--- src/rtl/slt_pkg.sv ---
package slt_pkg;
    typedef enum logic [1:0] {
        ENT_FREE   = 2'd0,
        ENT_ARMED  = 2'd1,
        ENT_BROKEN = 2'd2
    } ent_state_e;
endpackage

--- src/rtl/slt_entry.sv ---
module slt_entry
    import slt_pkg::*;
#(
    parameter int WORD_W = 30,
    parameter int TAG_W  = 5
) (
    input  logic              clk,
    input  logic              rst_n,
    input  logic              ins_sel,
    input  logic [WORD_W-1:0] ins_word,
    input  logic [TAG_W-1:0]  ins_tag,
    input  logic              st_valid,
    input  logic [WORD_W-1:0] st_word,
    input  logic              chk_valid,
    input  logic [TAG_W-1:0]  chk_tag,
    output logic              busy,
    output logic              ins_tag_hit,
    output logic              chk_hit,
    output logic              chk_ok
);
    ent_state_e        state_q, state_d;
    logic [WORD_W-1:0] word_q;
    logic [TAG_W-1:0]  tag_q;
    logic              st_hit;

    // state register
    always_ff @(posedge clk or negedge rst_n) begin
        if (!rst_n) begin
            state_q <= ENT_FREE;
        end else begin
            state_q <= state_d;
        end
    end

    // payload captured on LOAD
    always_ff @(posedge clk or negedge rst_n) begin
        if (!rst_n) begin
            word_q <= '0;
            tag_q  <= '0;
        end else if (ins_sel) begin
            word_q <= ins_word;
            tag_q  <= ins_tag;
        end
    end

    // next state and outputs
    always_comb begin
        busy        = (state_q != ENT_FREE);
        st_hit      = st_valid && (state_q == ENT_ARMED) && (word_q == st_word);
        ins_tag_hit = busy && (tag_q == ins_tag);
        chk_hit     = chk_valid && busy && (tag_q == chk_tag);
        chk_ok      = (state_q == ENT_ARMED) && !st_hit;
        state_d     = state_q;
        unique case (state_q)
            ENT_FREE: begin
                if (ins_sel) state_d = ENT_ARMED;            // LOAD
            end
            ENT_ARMED: begin
                if (ins_sel)      state_d = ENT_ARMED;       // LOAD (reuse)
                else if (chk_hit) state_d = ENT_FREE;        // RETIRE
                else if (st_hit)  state_d = ENT_BROKEN;      // CLOBBER
            end
            ENT_BROKEN: begin
                if (ins_sel)      state_d = ENT_ARMED;       // LOAD
                else if (chk_hit) state_d = ENT_FREE;        // RETIRE
            end
            default: state_d = ENT_FREE;
        endcase
    end
endmodule

--- src/rtl/slt_victim.sv ---
module slt_victim #(
    parameter int ENTRIES = 8
) (
    input  logic               clk,
    input  logic               rst_n,
    input  logic               ins_valid,
    input  logic [ENTRIES-1:0] busy,
    input  logic [ENTRIES-1:0] tag_hit,
    output logic [ENTRIES-1:0] sel
);
    localparam int IDX_W = (ENTRIES > 1) ? $clog2(ENTRIES) : 1;
    localparam logic [IDX_W-1:0] LAST = IDX_W'(ENTRIES - 1);

    logic [IDX_W-1:0]   rr_q;
    logic [ENTRIES-1:0] free_pick;
    logic               any_free;
    logic               replace;

    always_comb begin
        free_pick = '0;
        any_free  = 1'b0;
        for (int i = 0; i < ENTRIES; i++) begin
            if (!busy[i] && !any_free) begin
                free_pick[i] = 1'b1;
                any_free     = 1'b1;
            end
        end
    end

    always_comb begin
        sel     = '0;
        replace = 1'b0;
        if (ins_valid) begin
            if (|tag_hit) begin
                sel = tag_hit;
            end else if (any_free) begin
                sel = free_pick;
            end else begin
                sel[rr_q] = 1'b1;
                replace   = 1'b1;
            end
        end
    end

    always_ff @(posedge clk or negedge rst_n) begin
        if (!rst_n) begin
            rr_q <= '0;
        end else if (replace) begin
            rr_q <= (rr_q == LAST) ? '0 : rr_q + 1'b1;
        end
    end
endmodule

--- src/rtl/spec_load_table.sv ---
module spec_load_table #(
    parameter int ENTRIES = 8,
    parameter int ADDR_W  = 32,
    parameter int TAG_W   = 5
) (
    input  logic              clk,
    input  logic              rst_n,
    input  logic              ins_valid,
    input  logic [ADDR_W-1:0] ins_addr,
    input  logic [TAG_W-1:0]  ins_tag,
    input  logic              st_valid,
    input  logic [ADDR_W-1:0] st_addr,
    input  logic              chk_valid,
    input  logic [TAG_W-1:0]  chk_tag,
    output logic              chk_done,
    output logic              chk_redo
);
    localparam int WORD_W = ADDR_W - 2;

    logic [WORD_W-1:0]  ins_word, st_word;
    logic [ENTRIES-1:0] busy, tag_hit, sel, chk_hit, chk_ok;
    logic               redo_d, done_q, redo_q;
    logic               unused_low_bits;

    assign ins_word        = ins_addr[ADDR_W-1:2];
    assign st_word         = st_addr[ADDR_W-1:2];
    assign unused_low_bits = ^{ins_addr[1:0], st_addr[1:0]};

    slt_victim #(.ENTRIES(ENTRIES)) victim_i (
        .clk       (clk),
        .rst_n     (rst_n),
        .ins_valid (ins_valid),
        .busy      (busy),
        .tag_hit   (tag_hit),
        .sel       (sel)
    );

    for (genvar g = 0; g < ENTRIES; g++) begin : g_ent
        slt_entry #(.WORD_W(WORD_W), .TAG_W(TAG_W)) ent_i (
            .clk         (clk),
            .rst_n       (rst_n),
            .ins_sel     (sel[g]),
            .ins_word    (ins_word),
            .ins_tag     (ins_tag),
            .st_valid    (st_valid),
            .st_word     (st_word),
            .chk_valid   (chk_valid),
            .chk_tag     (chk_tag),
            .busy        (busy[g]),
            .ins_tag_hit (tag_hit[g]),
            .chk_hit     (chk_hit[g]),
            .chk_ok      (chk_ok[g])
        );
    end

    assign redo_d = ~|(chk_hit & chk_ok);

    always_ff @(posedge clk or negedge rst_n) begin
        if (!rst_n) begin
            done_q <= 1'b0;
            redo_q <= 1'b0;
        end else begin
            done_q <= chk_valid;
            redo_q <= chk_valid && redo_d;
        end
    end

    assign chk_done = done_q;
    assign chk_redo = redo_q;
endmodule

--- config.mk ---
export PLATFORM = sky130hd
export DESIGN_NAME = spec_load_table
export DESIGN_NICKNAME = d
export VERILOG_FILES = /design/src/rtl/slt_pkg.sv /design/src/rtl/slt_entry.sv /design/src/rtl/slt_victim.sv /design/src/rtl/spec_load_table.sv
export SDC_FILE = /design/constraint.sdc
export NUM_CORES = 1
export LEC_CHECK = 0
export ABC_AREA = 0
export BUFFER_PORTS_ARGS = -buffer_cell sky130_fd_sc_hd__buf_2
export CAP_MARGIN = 20
export CORE_MARGIN = 3
export CORE_UTILIZATION = 61
export CTS_BUF_LIST = sky130_fd_sc_hd__clkbuf_4 sky130_fd_sc_hd__clkbuf_8
export DETAILED_ROUTE_END_ITERATION = 10
export GPL_TIMING_DRIVEN = 0
export PLACE_DENSITY = 0.89
export REMOVE_ABC_BUFFERS = 1
export SYNTH_ARGS = -nofsm -noshare
export SYNTH_HDL_FRONTEND = slang
export SYNTH_SLANG_ARGS = --single-unit
--- constraint.sdc ---
create_clock -name clk -period 4.8 [get_ports clk]
set_clock_uncertainty 0.15 [all_clocks]
set_input_delay 1.44 -clock clk [delete_from_list [all_inputs] [get_ports clk]]
set_output_delay 1.44 -clock clk [all_outputs]
set_load 0.01 [all_outputs]
# Word-level counts from Yosys, hierarchy flattened
# Cells that the tools add are included.
[word_totals] regBits=301 inputBits=79 output_inout_bits=2 word_cells=281
[classes] add_sub_neg=1 magnitude_cmp=2 eq_ne=65 n_mux=80 bitwise_logic=1 reduce_logical=105
[ops] op="$eq 30x30->1" count=8
[ops] op="$mux 2" count=48
[ops] op="$eq 5x5->1" count=16
[ops] op="$logic_and 1x1->1" count=57
[ops] op="$pmux 2 s3" count=8
[ops] op="$ne 4x2->1 const B" count=8
[ops] op="$mux 8" count=3
[ops] op="$ne 3x2->1 const B" count=8
[ops] op="$reduce_and 3->1" count=8
[ops] op="$logic_not 1->1" count=22
[ops] op="$mux 1" count=19
[ops] op="$eq 2x1->1 const B" count=8
[ops] op="$eq 2x2->1 const B" count=8
[ops] op="$logic_not 2->1" count=8
[ops] op="$ne 2x2->1 const B" count=8
[ops] op="$reduce_bool 2->1" count=8
[ops] op="$reduce_or 8->1" count=2
[ops] op="$and 8x8->8" count=1
[ops] op="$lt 3x4->1 const B" count=1
[ops] op="$add 3x1->3 const B" count=1
[ops] op="$demux 1 s3" count=1
[ops] op="$eq 3x3->1 const B" count=1
[ops] op="$ge 3x1->1 const B" count=1
[ops] op="$mux 3" count=1

# Longest topological paths before layout
# Gate-level depths: netlist (run 1).
[logic_depth] word_depth=27 mapped_depth=11 ltp_nobuf=7

# By module
# A second synthesis (run 1) with hierarchy kept.
[unflattened] hier_cells=1175 hier_area_um2=15348.5
[modules_own_cells] mod="slt_entry" instances=8 cells_each=139 area_per_inst_um2=1848.0 seq_area_each_um2=925.9
[modules_own_cells] mod="slt_victim" instances=1 cells_each=56 area_per_inst_um2=467.9 seq_area_each_um2=75.1
[modules_own_cells] mod="spec_load_table" instances=1 cells_each=7 area_per_inst_um2=96.3 seq_area_each_um2=50.0

# Least setup slack after synthesis (run 1)
# No wires, ideal clock.
[synth_path] kind="in2reg" start="input port ins_tag[4]" end="register g_ent[6].ent_i.tag_q[0]" setup_ns=0.127 arrival_ns=3.756 required_ns=4.523 path_slack_ns=0.766 stages=10 path_buffers=3 path_cell_list="buf_4 > xnor2_1 > nand4_1 > nor3_1 > or4_4 > or3_1 > buf_6 > o21ai_4 > buf_6 > mux2_1"
[synth_via] elab_chain_len=5 elab_cells_between_ends=19 cone_classes="eq/ne: 8; mux: 2; reduce/logical: 9"
[synth_lines] element="from (decl)" line="spec_load_table.sv:10" text="input logic [TAG_W-1:0] ins_tag,"
[synth_lines] element="$eq 5x5->1" line="slt_entry.sv:50" text="ins_tag_hit = busy && (tag_q == ins_tag);"
[synth_lines] element="$logic_and 1x1->1" line="slt_entry.sv:50"
[synth_lines] element="$reduce_or 8->1" line="slt_victim.sv:34" text="if (|tag_hit) begin"
[synth_lines] element="$mux 8 (*)" line="slt_victim.sv:34"
[synth_lines] element="$mux 8 (*)" line="slt_victim.sv:33" text="if (ins_valid) begin"
[synth_lines] element="to (signal assigned)" line="slt_entry.sv:42" text="tag_q <= ins_tag;"
[synth_lines] element="to (decl)" line="slt_entry.sv:23" text="logic [TAG_W-1:0] tag_q;"
# Every way passes the cells marked *; elsewhere a longest branch is shown, timed or not.
# A chain may end at the register's enable or synchronous reset.

# Worst setup path in the final report (run 1)
[layout_path] start="input port ins_tag[4]" end="register g_ent[0].ent_i.word_q[17]"
[layout_via] elab_chain_len=5 elab_cells_between_ends=19 cone_classes="eq/ne: 8; mux: 2; reduce/logical: 9"
[layout_lines] element="$eq 5x5->1" line="slt_entry.sv:50"
[layout_lines] element="$logic_and 1x1->1" line="slt_entry.sv:50"
[layout_lines] element="$reduce_or 8->1" line="slt_victim.sv:34"
[layout_lines] element="$mux 8 (*)" line="slt_victim.sv:34"
[layout_lines] element="$mux 8 (*)" line="slt_victim.sv:33"
[layout_lines] element="to (signal assigned)" line="slt_entry.sv:41" text="word_q <= ins_word;"
[layout_lines] element="to (decl)" line="slt_entry.sv:22" text="logic [WORD_W-1:0] word_q;"
# Marks and branches as above.

==> run_results.csv, run 1 <==
group,metric,value,unit
synth,syn_inst,1225,
synth,synth.distinct_cells,51,
synth,avgSynthCellArea,12.6,sq um
sta,hold_viol_final,0,
clocking,cts_tree,"yes",
clocking,h-tree-depth,2,
worst_setup_path,max_stage_delay,900,ps
synth,ys_warn_count,0,
global_route,grt_pass1_vias,10600,
pwr,power_density,654,nW/um^2
detailed_routing,via_count,10200,
placed_design,io_buffer_count,76,
synth,synth_mux_area_frac,0.207,
floorplan,die_h,165,um
synth,synth-compound-area-share,0.0201,
global_route,antenna_found_initial,2,
floorplan,initial_core_util,0.629,
sta,fin_hold_ws,357,ps
worst_setup_path,path_buf_inv,2,
synth,synthArstFlopShare,1.00,
detailed_routing,drtAntennaViolNets,0,
synth,synth_seq_cells,301,
sta,slew_headroom,0.311,
sta,worst_pin_slew,1030,ps
clocking,post-cts-setup-buffers,0,
sta,tns,0,ps
clocking,clockRootBuffer,"clkbuf_8",
synth,synth_area_leaders,"dfrtp_1, mux2_2, xnor2_1",
detailed_routing,first_iter_violations,885,
synth,synth_xor_area_frac,0.182,
detailed_routing,routedWlPerCell,23.5,um
synth,synth_most_common_cell,"dfrtp_1",
synth,synth_top_family_by_area,"multiplexers",
flow_run,max_cap_viol_count,0,
detailed_routing,vias_per_cell,6.18,
detailed_routing,drt-total-wl,38.6,mm
layout,final_area,17000,sq um
global_route,grt_use_total,0.292,
floorplan,core_region_area,24600,sq um
layout,num-nets-final,1365,
floorplan,dieArea,27300,sq um
layout,area_growth,10.2,%
synth,yosys_most_used_dff,"dfrtp_1",
sta,report.final.setup_viol,0,
worst_setup_path,cp-start-kind,"input port",
sta,maxSlewViolCount,0,
global_route,grt_pass1_wl,60.4,mm
worst_setup_path,cp.required,5080,ps
sta,fin_ws,220,ps
sta,post-route-period-util,0.954,
clocking,clock_sink_count,301,
clocking,cts_buffer_depth,3,
sta,rsz0062_at_grt,"false",
global_route,grt_max_degree,122,
layout,diodes,0,
worst_setup_path,end_kind,"register",
run_status,status,"finished clean",
hold_path,hold_path_class,"reg2reg",
clocking,cts_hold_buf,0,
floorplan,rows,57,
placed_design,place_hpwl,26.7,mm
worst_setup_path,cp_slowest_cell,"o21ai_4",
worst_setup_path,arrival,4860,ps
worst_setup_path,worstSetupPathType,"in2reg",
sta,clock.fmax,0.218,GHz
placed_design,placed_area,16100,sq um
clocking,cts-resized-gates,0,
synth,synth_edf_count,0,
pwr,cellLeakagePower,7.01,nW
floorplan,fp.dieW,165,um
layout,fillers,1659,
worst_setup_path,cp_max_fo,22,
synth,synth_commonest_cells,"dfrtp_1, xnor2_1, mux2_2",
synth,synthAdderAreaFrac,0.00162,
clocking,worstSkewPairLatency,590,ps
clocking,path_clk_slew,60,ps
detailed_routing,drt_pass1_iterations,5,
synth,synth_area,15500,sq um
clocking,cts_buffers,48,
worst_setup_path,cp_cell_sequence,"buf_2, xnor2_1, nand4_1, nor3_1, or4_4, or3_1, o21ai_4, buf_16, mux2_1",
pwr,peakVddDrop,0.000445,V
synth,yosysSeqAreaShare,0.487,
worst_setup_path,critical_path.top_delay_family,"simple AND/OR/NAND/NOR gates",
layout,drive_gt1_frac,0.292,
synth,synth-simple-area-share,0.0727,
placed_design,place_ws,-308,ps
synth,synth_top_area_cell,"dfrtp_1",
layout,utilization,0.693,
detailed_routing,post-route-drc-count,0,
synth,synth_top_area_frac,0.487,
sta,min_period,4580,ps
global_route,grt-ovfl-total,0,
placed_design,place_congestion,0.914,
floorplan,pin_count,81,
==> kinds of logic (layout without fill, tap and decap cells) <==
logic type,after synthesis,in the layout
buffers and inverters,81,174
AOI/OAI and AO/OA,39,39
adders and majority gates,2,2
muxes,285,285
DFF,301,301
xor gates and xnor gates,321,321
and+or+nand+nor,196,196
==> layer usage <==
layer / vias to the layer above / GRT usage / share of wire
met5: - / 0.0170 / 0.0020
met4: 6 / 0.120 / 0.044
met3: 132 / 0.0606 / 0.079
met2: 403 / 0.474 / 0.47
met1: 5201 / 0.384 / 0.40
li1: 4409 / - / -
==> cell usage in the layout, fill, tap and decap left out, types with 3 or more instances in the layout <==
master,count
a22oi_1,3
xor2_1,116
inv_1,5
buf_2,75
nand2_1,16
dfrtp_1,301
xnor2_1,205
or2_2,3
buf_16,5
mux2_2,202
clkbuf_4,24
buf_12,4
nor3b_1,3
nor3_1,18
o21ai_0,9
and3_1,3
a31oi_1,3
nand4_1,58
nor2b_1,3
nor2_1,24
nor4b_1,3
and3b_1,3
nand3_1,12
o21ai_4,5
mux2_1,82
a2bb2oi_1,5
nor4_1,39
clkbuf_8,56
==> state kept, by name, indices dropped and copies added, names as in the netlist <==
signal,flops
g_ent.ent_i.state_q,16
chk_redo,1
victim_i.rr_q,3
chk_done,1
g_ent.ent_i.tag_q,40
g_ent.ent_i.word_q,240
==> final timing paths <==
check / from / end / slack, ps / depth (start not counted)
worst max-delay path: ins_tag[4] / g_ent[0].ent_i.word_q[17]$_DFFE_PN0P_ / 220 / 9
worst min-delay path: g_ent[6].ent_i.word_q[11]$_DFFE_PN0P_ / g_ent[6].ent_i.word_q[11]$_DFFE_PN0P_ / 360 / 1
worst max register to register: g_ent[3].ent_i.state_q[1]$_DFFE_PN0P_ / g_ent[0].ent_i.word_q[17]$_DFFE_PN0P_ / 780 / 7
worst min register to register: g_ent[6].ent_i.word_q[11]$_DFFE_PN0P_ / g_ent[6].ent_i.word_q[11]$_DFFE_PN0P_ / 360 / 1
max in group asynchronous: rst_n / g_ent[5].ent_i.word_q[20]$_DFFE_PN0P_ / 2800 / 2
min in group asynchronous: rst_n / g_ent[7].ent_i.tag_q[4]$_DFFE_PN0P_ / 650 / 1
==> metrics by stage <==
step,power [mW],cells
floorplan,7.63,1149
global placement,8.49,1549
detailed placement,8.86,1558
CTS,11.1,1642
global route,11.8,1642
finish,11.1,1642
==> cell type report <==
type | instances | area, sq um | area share
clock inverters | 4 | 36.3 | 0.00213
repair buffers | 85 | 608 | 0.0357
inverters | 5 | 18.8 | 0.00110
clock buffers | 80 | 951 | 0.0558
flip-flops and latches | 301 | 7530 | 0.442
well taps | 324 | 405 | 0.0238
multi-input cells | 843 | 7500 | 0.440
==> power breakdown <==
part           leakage, nW  switching [mW]  internal (mW)
logic                 2.87            1.85           2.29
clock network        0.524            1.01           1.24
registers             3.61           0.947           3.81
total                 7.01            3.80           7.34
No activity file was read; power rests on OpenSTA's default activity.
==> run 2: changes to the inputs <==
==> constraint.sdc (replaced) <==
create_clock -name clk -period 4.8 [get_ports clk]
set_clock_uncertainty 0.15 [all_clocks]
set_input_delay 0.48 -clock clk [delete_from_list [all_inputs] [get_ports clk]]
set_output_delay 0.48 -clock clk [all_outputs]
set_load 0.01 [all_outputs]
==> run_results.csv, run 2 (synthesis gave the netlist of run 1 again) <==
group,metric,value,unit
sta,clock.fmax,0.249,GHz
worst_setup_path,worst_r2r_endpoint,"g_ent[0].ent_i.word_q[17]$_DFFE_PN0P_",
floorplan,core_region_area,24600,sq um
sta,slew_headroom,0.303,
flow_run,max_cap_viol_count,0,
sta,min_period,4020,ps
clocking,clockRootBuffer,"clkbuf_8",
floorplan,initial_core_util,0.629,
detailed_routing,routedWlPerCell,23.5,um
sta,hold_viol_final,0,
detailed_routing,drt-total-wl,38.6,mm
layout,largest_reg_flops,240,
clocking,cts_buffer_depth,3,
pwr,cellLeakagePower,7.01,nW
floorplan,dieArea,27300,sq um
floorplan,pin_count,81,
floorplan,fp.dieW,165,um
clocking,cts_tree,"yes",
sta,worst_pin_slew,1040,ps
hold_path,hold_start,"chk_valid",
run_status,status,"finished clean",
clocking,path_clk_slew,70,ps
global_route,grt_pass1_wl,60.4,mm
global_route,grt_use_total,0.292,
placed_design,place_inst,1558,
clocking,cts_buffers,48,
clocking,worstSkewPairLatency,590,ps
worst_setup_path,end_kind,"register",
floorplan,die_h,165,um
placed_design,place_hpwl,26.7,mm
clocking,post-cts-setup-buffers,0,
global_route,met3_usage,0.0606,
hold_path,min_to,"chk_done$_DFF_PN0_",
worst_setup_path,worstSetupPathType,"reg2reg",
hold_path,hold_path_class,"in2reg",
layout,most-common-layout-cells,"dfrtp_1, xnor2_1, mux2_2, xor2_1, mux2_1",
global_route,grt_pass1_vias,10600,
clocking,clock_sink_count,301,
global_route,grt-ovfl-total,0,
sta,rsz0062_at_grt,"false",
pwr,power_density,653,nW/um^2
global_route,antenna_found_initial,2,
detailed_routing,drt_pass1_iterations,7,
worst_setup_path,r2r_setup_slack,780,ps
sta,post-route-period-util,0.837,
layout,fin_cells,1643,
global_route,grt_max_degree,122,
pwr,peakVddDrop,0.000446,V
layout,diodes,0,
layout,drive_gt1_frac,0.292,
layout,area_growth,10.2,%
floorplan,rows,57,
detailed_routing,post-route-drc-count,0,
detailed_routing,vias_per_cell,6.18,
worst_setup_path,arrival,4300,ps
detailed_routing,drtAntennaViolNets,0,
worst_setup_path,cp_cell_sequence,"nor2_1, nor3_1, or4_4, or3_1, o21ai_4, buf_16, mux2_1",
sta,report.final.setup_viol,0,
hold_path,worstHoldPathCells,1,
placed_design,place_congestion,0.914,
layout,fillers,1658,
global_route,grt_util_met1,0.384,
worst_setup_path,cp_slowest_cell,"o21ai_4",
detailed_routing,first_iter_violations,881,
placed_design,io_buffer_count,76,
worst_setup_path,max_stage_delay,910,ps
worst_setup_path,cp-start-kind,"register",
worst_setup_path,cp.required,5080,ps
global_route,grt.busiest_layer,"met2",
layout,reg.largest.list,"g_ent.ent_i.word_q (240), g_ent.ent_i.tag_q (40), g_ent.ent_i.state_q (16)",
layout,top_register,"g_ent.ent_i.word_q",
worst_setup_path,cp_max_fo,22,
worst_setup_path,rr_worst_depth,7,
global_route,globalRouteMet2Util,0.474,
sta,maxSlewViolCount,0,
clocking,h-tree-depth,2,
worst_setup_path,timing.rr.start,"g_ent[3].ent_i.state_q[1]$_DFFE_PN0P_",
sta,fin_hold_ws,20.1,ps
pwr,power,11.1,mW
layout,num-nets-final,1366,
detailed_routing,via_count,10200,
layout,final_common_cell,"dfrtp_1",
-- run 2: cell count changes in the layout (fill, tap and decap cells not counted), sizes merged --
cell	before	now
dlygate4sd3	0	1
-- run 2: final cells by class --
| type | instances | area (sq um) | area share |
|---|---|---|---|
| timing repair buffer | 86 | 618 | 0.0362 |
| clock buffer | 80 | 951 | 0.0557 |
| multi-input combinational | 843 | 7500 | 0.439 |
| clock inverter | 4 | 36.3 | 0.00213 |
| tap | 324 | 405 | 0.0238 |
| sequential | 301 | 7530 | 0.442 |
| inverter | 5 | 18.8 | 0.00110 |
-- run 2: per-layer routing --
layer	up-vias	wire [um]
met1	5204	15600
met4	6	1660
met3	126	2970
met2	401	18300
li1	4414	-
met5	-	78
-- run 2: how the worst max path moves through the flow --
| stage | from | end | slack (ps) | depth (start not counted) |
|---|---|---|---|---|
| CTS | g_ent[3].ent_i.state_q[1]$_DFFE_PN0P_ | g_ent[0].ent_i.word_q[17]$_DFFE_PN0P_ | 840 | 7 |
| finish | g_ent[3].ent_i.state_q[1]$_DFFE_PN0P_ | g_ent[0].ent_i.word_q[17]$_DFFE_PN0P_ | 780 | 7 |
| global route | g_ent[3].ent_i.state_q[1]$_DFFE_PN0P_ | g_ent[0].ent_i.word_q[17]$_DFFE_PN0P_ | 700 | 7 |
| detailed placement | ins_tag[0] | g_ent[0].ent_i.word_q[17]$_DFFE_PN0P_ | 650 | 9 |
| floorplan | ins_tag[4] | g_ent[5].ent_i.tag_q[0]$_DFFE_PN0P_ | 1290 | 7 |
| global placement | rst_n | g_ent[0].ent_i.word_q[29]$_DFFE_PN0P_ | -2440 | 1 |
-- run 2: what timing repair did --
item	CTS	global route
endpoints found under the setup margin	0	0
hold endpoints to repair	71	0
resized for setup	0	0
hold buffers	1	0
-- run 2: through the flow --
step            util  setup WS [ps]  cell area, sq um  setup TNS, ps
2_1_floorplan      -           1290             15000              0
3_3_place_gp   0.643          -2440             15800        -748040
3_5_place_dp   0.653            652             16100              0
4_1_cts        0.693            844             17100              0
5_1_grt        0.693            700             17100              0
6_report       0.693            783             17100              0
-- run 2: critical path, delay by kind of cell (launching register included) --
| family | cells | cell delay, ps |
|---|---|---|
| simple gates | 4 | 1740 |
| mux | 1 | 340 |
| buf+inv | 1 | 250 |
| flops | 1 | 440 |
| compound gates | 1 | 910 |
-- run 2: power by group --
| group | switching, mW | internal [mW] |
|---|---|---|
| combinational | 1.85 | 2.29 |
| clock | 1.00 | 1.24 |
| sequential | 0.947 | 3.81 |
